## src/rtl/cfg_rom_pkg.sv

```systemverilog
package cfg_rom_pkg;

  // Stored image: byte at address a, derived from a seed.
  function automatic logic [7:0] rom_byte(input int unsigned a, input int unsigned seed);
    int unsigned v;
    v = a * 29 + seed;
    return v[7:0];
  endfunction

  // Serial element: bit (7 - b) of the byte, MSB first.
  function automatic logic serial_bit(input logic [7:0] byte_v, input logic [2:0] b);
    return byte_v[3'd7 - b];
  endfunction

endpackage

```

## src/rtl/cfg_seq_counter.sv

```systemverilog
module cfg_seq_counter #(
  parameter int DEPTH     = 16,
  parameter int LAST_ADDR = DEPTH - 1,
  parameter int AW        = (DEPTH > 1) ? $clog2(DEPTH) : 1
) (
  input  logic          clk,
  input  logic          rst,
  input  logic          enable,
  input  logic          par_mode,
  output logic [AW-1:0] addr,
  output logic [2:0]    bit_idx,
  output logic          done,
  output logic          at_last,
  output logic          step
);

  localparam logic [AW-1:0] LAST_A = AW'(LAST_ADDR);

  assign at_last = (addr == LAST_A) && (par_mode || bit_idx == 3'd7);
  assign step    = enable && !done;

  always_ff @(posedge clk) begin
    if (rst) begin
      addr    <= '0;
      bit_idx <= '0;
      done    <= 1'b0;
    end else if (step) begin
      if (at_last) begin
        done <= 1'b1;
      end else if (par_mode) begin
        addr <= addr + 1'b1;
      end else begin
        bit_idx <= bit_idx + 3'd1;
        if (bit_idx == 3'd7) addr <= addr + 1'b1;
      end
    end
  end

  // counters hold while not enabled
  p_hold_when_off_r3: assert property (@(posedge clk) disable iff (rst)
    !enable |=> $stable(addr) && $stable(bit_idx));

  // consuming the last element enters the done state
  p_done_at_last_r6: assert property (@(posedge clk) disable iff (rst)
    (step && at_last) |=> done);

  // done is sticky until reset
  p_done_sticky_r7: assert property (@(posedge clk) disable iff (rst)
    done |=> done);

  // parallel mode advances one address per enabled edge
  p_addr_advance_r5: assert property (@(posedge clk) disable iff (rst)
    (step && par_mode && !at_last) |=> addr == $past(addr) + 1'b1);

endmodule

```

## src/rtl/cfg_out_mux.sv

```systemverilog
module cfg_out_mux
  import cfg_rom_pkg::*;
#(
  parameter int SEED = 5,
  parameter int AW   = 4
) (
  input  logic [AW-1:0] addr,
  input  logic [2:0]    bit_idx,
  input  logic          par_mode,
  output logic [7:0]    dout
);

  logic [7:0] cur_byte;

  always_comb begin
    cur_byte = rom_byte(int'(addr), SEED);
    if (par_mode) dout = cur_byte;
    else          dout = {7'b0, serial_bit(cur_byte, bit_idx)};
  end

endmodule

```

## src/rtl/cfg_stream_rom.sv

```systemverilog
module cfg_stream_rom #(
  parameter int DEPTH           = 16,
  parameter int LAST_ADDR       = DEPTH - 1,
  parameter int SEED            = 5,
  parameter bit RST_ACTIVE_HIGH = 1'b1
) (
  input  logic       clk,
  input  logic       ce_n,
  input  logic       oe_rst,
  input  logic       par_mode,
  output logic [7:0] dout,
  output logic       dout_en,
  output logic       chain_n
);

  localparam int AW = (DEPTH > 1) ? $clog2(DEPTH) : 1;

  logic          rst_int;
  logic          enable;
  logic [AW-1:0] addr;
  logic [2:0]    bit_idx;
  logic          done;
  logic          at_last;
  logic          step;

  generate
    if (RST_ACTIVE_HIGH) begin : g_rst_hi
      assign rst_int = oe_rst;
    end else begin : g_rst_lo
      assign rst_int = !oe_rst;
    end
  endgenerate

  assign enable = !ce_n && !rst_int;

  cfg_seq_counter #(.DEPTH(DEPTH), .LAST_ADDR(LAST_ADDR), .AW(AW)) u_cnt (
    .clk(clk), .rst(rst_int), .enable(enable), .par_mode(par_mode),
    .addr(addr), .bit_idx(bit_idx), .done(done), .at_last(at_last), .step(step)
  );

  cfg_out_mux #(.SEED(SEED), .AW(AW)) u_mux (
    .addr(addr), .bit_idx(bit_idx), .par_mode(par_mode), .dout(dout)
  );

  assign dout_en = enable && !done;
  assign chain_n = !done || ce_n || rst_int;

  // reset silences the store and restores the chain output
  always_comb begin
    if (rst_int) a_reset_quiet_r2: assert (chain_n && !dout_en);
  end

  // a finished store never drives
  p_no_drive_when_done_r6: assert property (@(posedge clk) disable iff (rst_int)
    done |-> !dout_en);

  // serial mode uses only the low line
  p_serial_upper_zero_r4: assert property (@(posedge clk) disable iff (rst_int)
    (!par_mode && dout_en) |-> dout[7:1] == 7'd0);

  // driving and handing off are exclusive
  p_drive_or_pass_r9: assert property (@(posedge clk) disable iff (rst_int)
    dout_en |-> chain_n);

endmodule

```

## config.mk

```make
export PLATFORM = sky130hd
export DESIGN_NAME = cfg_stream_rom
export DESIGN_NICKNAME = d
export VERILOG_FILES = /design/src/rtl/cfg_rom_pkg.sv /design/src/rtl/cfg_seq_counter.sv /design/src/rtl/cfg_out_mux.sv /design/src/rtl/cfg_stream_rom.sv
export SDC_FILE = /design/constraint.sdc
export NUM_CORES = 1
export LEC_CHECK = 0
export BUFFER_PORTS_ARGS = -buffer_cell sky130_fd_sc_hd__buf_2
export CORE_AREA = 2 2 43 45
export CTS_CLUSTER_DIAMETER = 50
export CTS_CLUSTER_SIZE = 14
export DETAILED_ROUTE_END_ITERATION = 10
export DIE_AREA = 0 0 45 47
export GPL_TIMING_DRIVEN = 0
export PLACE_DENSITY = 0.79
export SLEW_MARGIN = 20
export SYNTH_ARGS = -nofsm -noshare
export SYNTH_HDL_FRONTEND = slang
export SYNTH_SLANG_ARGS = --single-unit
```

## constraint.sdc

```tcl
create_clock -name clk -period 6.38 [get_ports clk]
set_clock_uncertainty 0.2 [all_clocks]
set_input_delay 0.638 -clock clk [delete_from_list [all_inputs] [get_ports clk]]
set_output_delay 0.638 -clock clk [all_outputs]
set_load 0.01 [all_outputs]
```

==> impl_metrics.py, run 1 <==
metrics = {
    "layout": {
        "antennaDiodeCount": 0,
        "syn_to_final_growth_pct": 11.2,
        "multi_input_area_um2": 708,
        "layout.nets": 141,
        "regArea_um2": 160,
        "design_area_um2": 1030,
        "n_fill_cell": 139,
        "drive_above_1_share": 0.217,
    },
    "cts": {
        "h-tree-depth": 1,
        "cts_setup_buffers": 0,
        "cts_buffers": 3,
        "cts_tree": "built",
        "clock_latency_ns": 0.26,
        "path_clk_slew_ns": 0.05,
        "cts_resized": 0,
        "postCtsHoldBufs": 0,
        "clock-root-buffer": "clkbuf_4",
        "clock_sinks": 8,
        "clk_path_buf_depth": 2,
    },
    "critical_path": {
        "crit_family": "adder cells",
        "arrival_ns": 3.47,
        "path_depth": 12,
        "crit_chain": "inv_1 -> fa_1 -> inv_1 -> ha_1 -> ha_1 -> ha_1 -> and3_1 -> a221oi_2 -> xnor2_1 -> a22oi_1 -> a221oi_2 -> buf_2",
        "critPathKind": "register to primary output",
        "r2r_cells": 8,
        "crit_top_cell": "ha_1",
        "slowest_delay_ns": 0.53,
        "cp-start-kind": "register",
        "critPathSlowestCell": "fa_1",
        "rrSetupSlack_ns": 4.53,
        "required_ns": 5.54,
        "critPathCaptureType": "primary output",
        "cp_max_fo": 5,
        "cp.buffers_inverters": 3,
    },
    "grt": {
        "grt-ovfl-total": 0,
        "grt_first_pass_wirelength_mm": 2.70,
        "grt_usage": 0.176,
        "antenna_found_initial": 0,
        "grt_max_degree": 11,
        "grt_pass1_vias": 652,
    },
    "synth": {
        "syn_area_per_cell_um2": 9.23,
        "syn_nets": 124,
        "ys_seq_area_frac": 0.173,
        "async_reset_ff_frac": 0,
        "yosys.area.top_type": "ha_1",
        "ys.flop_type": "dfxtp_1",
        "synthTopCellsByCount": "ha_1 (16), nor2_1 (14), dfxtp_1 (8), inv_1 (8), xnor2_1 (8)",
        "synth_edf_count": 0,
        "synth.distinct_cells": 29,
        "syn_area_um2": 923,
        "yosys_register_bits": 8,
        "synth_area_leaders": "ha_1 (22%), dfxtp_1 (17%), fa_1 (8.7%)",
        "yosysMostFrequentCell": "ha_1",
        "synth_top_area_frac": 0.217,
        "postSynthCellCount": 100,
        "yosysWarnings": 0,
    },
    "sta": {
        "setup_viol": 0,
        "finalWorstSetupSlack_ns": 2.07,
        "tightest_slew_ns": 0.427,
        "setup_tns_ns": 0,
        "rsz0062_at_grt": "no",
        "relSlewSlack": 0.716,
        "hold_ws_ns": 0.329,
        "hold_viol_final": 0,
        "timing.fmax_mhz": 232,
        "min_period_ns": 4.31,
        "period_share": 0.675,
        "drv_slew": 0,
    },
    "routing": {
        "vias": 691,
        "routed_via_density": 5.23,
        "drt_iter0_drc": 3,
        "drc": 0,
        "post_drt_wl_per_cell_um": 12.6,
        "ant_nets": 0,
        "first_pass_iters": 4,
        "wirelength_mm": 1.66,
    },
    "placed_design": {
        "dp_worst_setup_slack_ns": 2.32,
        "dp_hpwl_mm": 1.38,
        "post_dp_cell_area_um2": 1000,
        "gp_congestion": 0.724,
        "io_buffers": 12,
    },
    "floorplan": {
        "dieHeight_um": 47,
        "rows": 15,
        "initial_core_util": 0.559,
        "ios": 14,
        "coreArea_um2": 1650,
        "design.die.area_um2": 2120,
        "die_w_um": 45,
    },
    "power": {
        "ir_worst_vdd_uv": 94.5,
        "power.leakage_uw": 0.000541,
        "power_uw": 116,
        "powerDensity_nw_per_um2": 113,
    },
    "status": {
        "status": "complete, no violations",
    },
    "hold_path": {
        "hp-class": "register to register",
        "min_path_cells": 2,
    },
    "run": {
        "drv_cap": 0,
    },
}
## through the flow
stage	instances	utilization
after floorplan	100	-
after global placement	129	0.608
after detailed placement	129	0.608
after CTS	132	0.622
after global routing	132	0.622
final	132	0.622
## flip-flops by register name, indices dropped and copies added, names as in the netlist
signal         count
u_cnt.done         1
u_cnt.bit_idx      3
u_cnt.addr         4
## worst reg2reg max path, delay by kind of cell (launching register included)
| family | cells | cell delay, ns |
|---|---|---|
| fa+ha+maj | 2 | 0.37 |
| xor+xnor | 1 | 0.16 |
| buf+inv | 1 | 0.14 |
| flops | 1 | 0.47 |
| simple gates | 4 | 0.39 |
## cell families (layout without fill, tap and decap cells)
group	count (synthesis)	in the layout	share of synthesized area
xor+xnor	11	11	0.104
simple gates	35	35	0.198
compound gates	10	10	0.118
fa+ha+maj	20	20	0.304
mux	4	4	0.0434
flops	8	8	0.173
buf+inv	12	27	0.0596
## area by class of cell
class                           count  area share
Clock buffer                        3      0.0219
Sequential cell                     8       0.156
Tap cell                           17      0.0207
Inverter                            8      0.0292
Timing Repair Buffer               12      0.0585
Buffer                              4      0.0244
Multi-Input combinational cell     80       0.689
## cells in the final DEF (no fill, tap or decap), types with 2 or more instances in the layout
master    instances
a31oi_1           2
nor2_1           14
clkbuf_4          3
fa_1              4
ha_1             16
mux2i_1           4
a221oi_2          2
nand2_1           6
dfxtp_1           8
xnor2_1           8
and2_1            6
buf_2            14
inv_1             8
o211ai_1          2
xor2_1            3
## path summary, 6_finish.rpt
path | endpoint | from
setup / recovery | dout[0] | u_cnt.addr[2]
hold / removal | u_cnt.done | u_cnt.done
setup reg to reg | u_cnt.addr[3] | u_cnt.bit_idx[1]
hold reg to reg | u_cnt.done | u_cnt.done
## report_power, final
part,total [uW],switching [uW],internal [uW]
combinational,23.6,12.8,10.8
sequential,52.7,1.74,50.9
clock,39.8,18.2,21.6
## metal layers
metal,vias to the layer above,global-route usage,wire length (um)
met5,-,0,0
met4,0,0.0882,27
met3,3,0.0115,48
met2,13,0.314,820
met1,305,0.213,768
li1,370,-,-
(Power assumes the default switching activity.)
==> run 2: changes to the inputs <==
- CORE_AREA: 2 2 43 45 -> 2 2 46 48
- DIE_AREA: 0 0 45 47 -> 0 0 48 50
- PLACE_DENSITY: 0.79 -> 0.73
- clock period: 6.38 -> 3.5 ns (I/O delays scaled with it)
==> run 2 against run 1 <==
- the flow now finishes with violations (setup timing)
- die area rose by 13%
- register-to-register slack got worse by 2.9 ns
- clock-buffer cell count did not move
- total power rose by 78%
- worst hold slack got worse by 0.14 ns
- first-iteration DRC count fell by 100%
- clock power rose by 72%
- combinational power rose by 89%
- critical path type unchanged
==> impl_metrics.py, run 2 (synthesized netlist as in run 1, its figures left out) <==
metrics = {
    "cts": {
        "cts_buffers": 3,
        "cts_tree": "built",
        "clk_path_buf_depth": 2,
        "path_clk_slew_ns": 0.05,
        "h-tree-depth": 1,
        "clock_sinks": 8,
        "postCtsHoldBufs": 0,
        "clock_latency_ns": 0.25,
        "clock-root-buffer": "clkbuf_4",
    },
    "routing": {
        "vias": 737,
        "drt_iter0_drc": 0,
        "drc": 0,
        "wirelength_mm": 1.75,
        "ant_nets": 0,
        "post_drt_wl_per_cell_um": 12.0,
        "first_pass_iters": 1,
        "routed_via_density": 5.05,
    },
    "power": {
        "powerDensity_nw_per_um2": 179,
        "ir_worst_vdd_uv": 276,
        "clkPwrFrac": 0.330,
        "pwr-share-comb": 0.215,
        "netSwitchingPower_uw": 56.5,
        "power.leakage_uw": 0.000548,
        "switching_share": 0.273,
        "seqPwrFrac": 0.455,
        "p_int_uw": 151,
    },
    "layout": {
        "top_regs": "u_cnt.addr x4, u_cnt.bit_idx x3, u_cnt.done x1",
        "utilization": 0.607,
        "largest_reg_flops": 4,
        "drive_above_1_share": 0.361,
        "final_cell_mix": "nor2_1 (14), buf_2 (14), ha_1 (11), xnor2_1 (8)",
        "syn_to_final_growth_pct": 25.1,
        "n_fill_cell": 182,
        "antennaDiodeCount": 0,
        "layoutNonFillerInstCount": 146,
        "regMostFlops": "u_cnt.addr",
        "layout.nets": 145,
    },
    "placed_design": {
        "gp_congestion": 0.789,
        "dp_hpwl_mm": 1.30,
        "io_buffers": 12,
        "placedCellCount": 139,
    },
    "hold_path": {
        "holdPathEnd": "u_cnt.addr[0]",
        "min_path_cells": 2,
        "hp-class": "primary input to register",
        "min_from": "oe_rst",
    },
    "critical_path": {
        "cp-start-kind": "register",
        "r2r-end": "u_cnt.addr[3]",
        "rrSetupSlack_ns": 1.64,
        "critPathKind": "register to primary output",
        "required_ns": 2.95,
        "critPathSlowestCell": "fa_1",
        "critPathCaptureType": "primary output",
        "crit_chain": "inv_6 -> fa_1 -> inv_2 -> ha_4 -> ha_4 -> ha_4 -> and3_4 -> a221oi_2 -> xnor2_1 -> a22oi_1 -> a221oi_2 -> buf_2",
        "arrival_ns": 3.02,
        "r2r_cells": 8,
        "cp_max_fo": 3,
        "r2r_start": "u_cnt.bit_idx[1]",
        "crit_top_cell": "ha_4",
        "critPathLaunch": "u_cnt.addr[2]",
        "slowest_delay_ns": 0.54,
    },
    "grt": {
        "grt_max_degree": 11,
        "grt_usage": 0.178,
        "grt_pass1_vias": 709,
        "antenna_found_initial": 0,
        "grt-ovfl-total": 0,
        "grt_first_pass_wirelength_mm": 3.09,
    },
    "sta": {
        "min_period_ns": 3.57,
        "timing.fmax_mhz": 280,
        "period_share": 1.02,
        "finalWorstSetupSlack_ns": -0.0714,
        "setup_viol": 1,
        "rsz0062_at_grt": "yes",
        "drv_slew": 0,
        "hold_viol_final": 0,
        "tightest_slew_ns": 0.398,
        "relSlewSlack": 0.735,
    },
    "floorplan": {
        "dieHeight_um": 50,
        "coreArea_um2": 1900,
        "rows": 16,
        "initial_core_util": 0.486,
        "ios": 14,
        "design.die.area_um2": 2400,
        "die_w_um": 48,
    },
    "run": {
        "drv_cap": 0,
    },
    "status": {
        "status": "finished with violations",
        "violations": "setup timing",
    },
}
==> run 2: cell count changes in the layout (fill, tap and decap cells not counted), moves of 3 or more <==
cell     before  now
inv_1         8    4
buf_4         0    4
dfxtp_1       8    4
ha_4          0    5
inv_2         0    3
dfxtp_4       0    3
ha_1         16   11
==> run 2: metal layers <==
metal,share of wire,GRT usage
met2,0.50,0.291
met5,0,0
met3,0.022,0.0330
met4,0.0097,0.0405
met1,0.47,0.236
==> run 2: cell type report <==
cell class / count / area [um^2] / share of cell area
Tap cell: 27 / 33.8 / 0.0293
Timing Repair Buffer: 16 / 90.1 / 0.0780
Buffer: 4 / 25.0 / 0.0217
Multi-Input combinational cell: 80 / 776 / 0.672
Inverter: 8 / 35.0 / 0.0303
Sequential cell: 8 / 173 / 0.150
Clock buffer: 3 / 22.5 / 0.0195
==> run 2: how the worst max path moves through the flow <==
| stage | end | slack (ns) |
|---|---|---|
| after floorplan | dout[0] | 0.02 |
| after global placement | dout[0] | -0.23 |
| after detailed placement | dout[0] | -0.30 |
| after CTS | dout[0] | -0.08 |
| after global routing | dout[0] | -0.19 |
| final | dout[0] | -0.07 |
==> run 2: stage by stage <==
| stage | total power (uW) | worst slack (ns) | hold slack, ns | instance area [um^2] | TNS, ns |
|---|---|---|---|---|---|
| floorplan | 129 | 0.0161 | 0.284 | 923 | 0 |
| global placement | 140 | -0.232 | 0.296 | 1020 | -0.232 |
| detailed placement | 141 | -0.302 | 0.312 | 1020 | -0.314 |
| CTS | 208 | -0.0797 | 0.195 | 1150 | -0.0797 |
| global route | 222 | -0.189 | 0.224 | 1150 | -0.189 |
| finish | 207 | -0.0714 | 0.188 | 1150 | -0.0714 |
==> run 2: power by group through the flow <==
stage	Combinational (uW)	Sequential (uW)	Clock (uW)
final	44.6	94.3	68.4
after global routing	51.0	94.5	76.1
after CTS	44.8	94.1	69.5
after detailed placement	42.7	98.1	0
after global placement	42.0	98.0	0
after floorplan	32.0	97.2	0
==> run 2: worst max-delay path, delay by kind of cell, from the launching register on <==
kind	cells	cell delay, ns
buffers and inverters	3	0.25
AO/OA/AOI/OAI	3	0.60
flip-flops	1	0.37
adder cells (fa/ha/maj)	4	1.21
AND/OR/NAND/NOR	1	0.16
XOR/XNOR	1	0.17
==> run 2: repair_timing <==
action	in CTS	in global routing
resized for setup	17	2
endpoints found under the setup margin	4	1
pin swaps	8	0
setup buffers	4	0
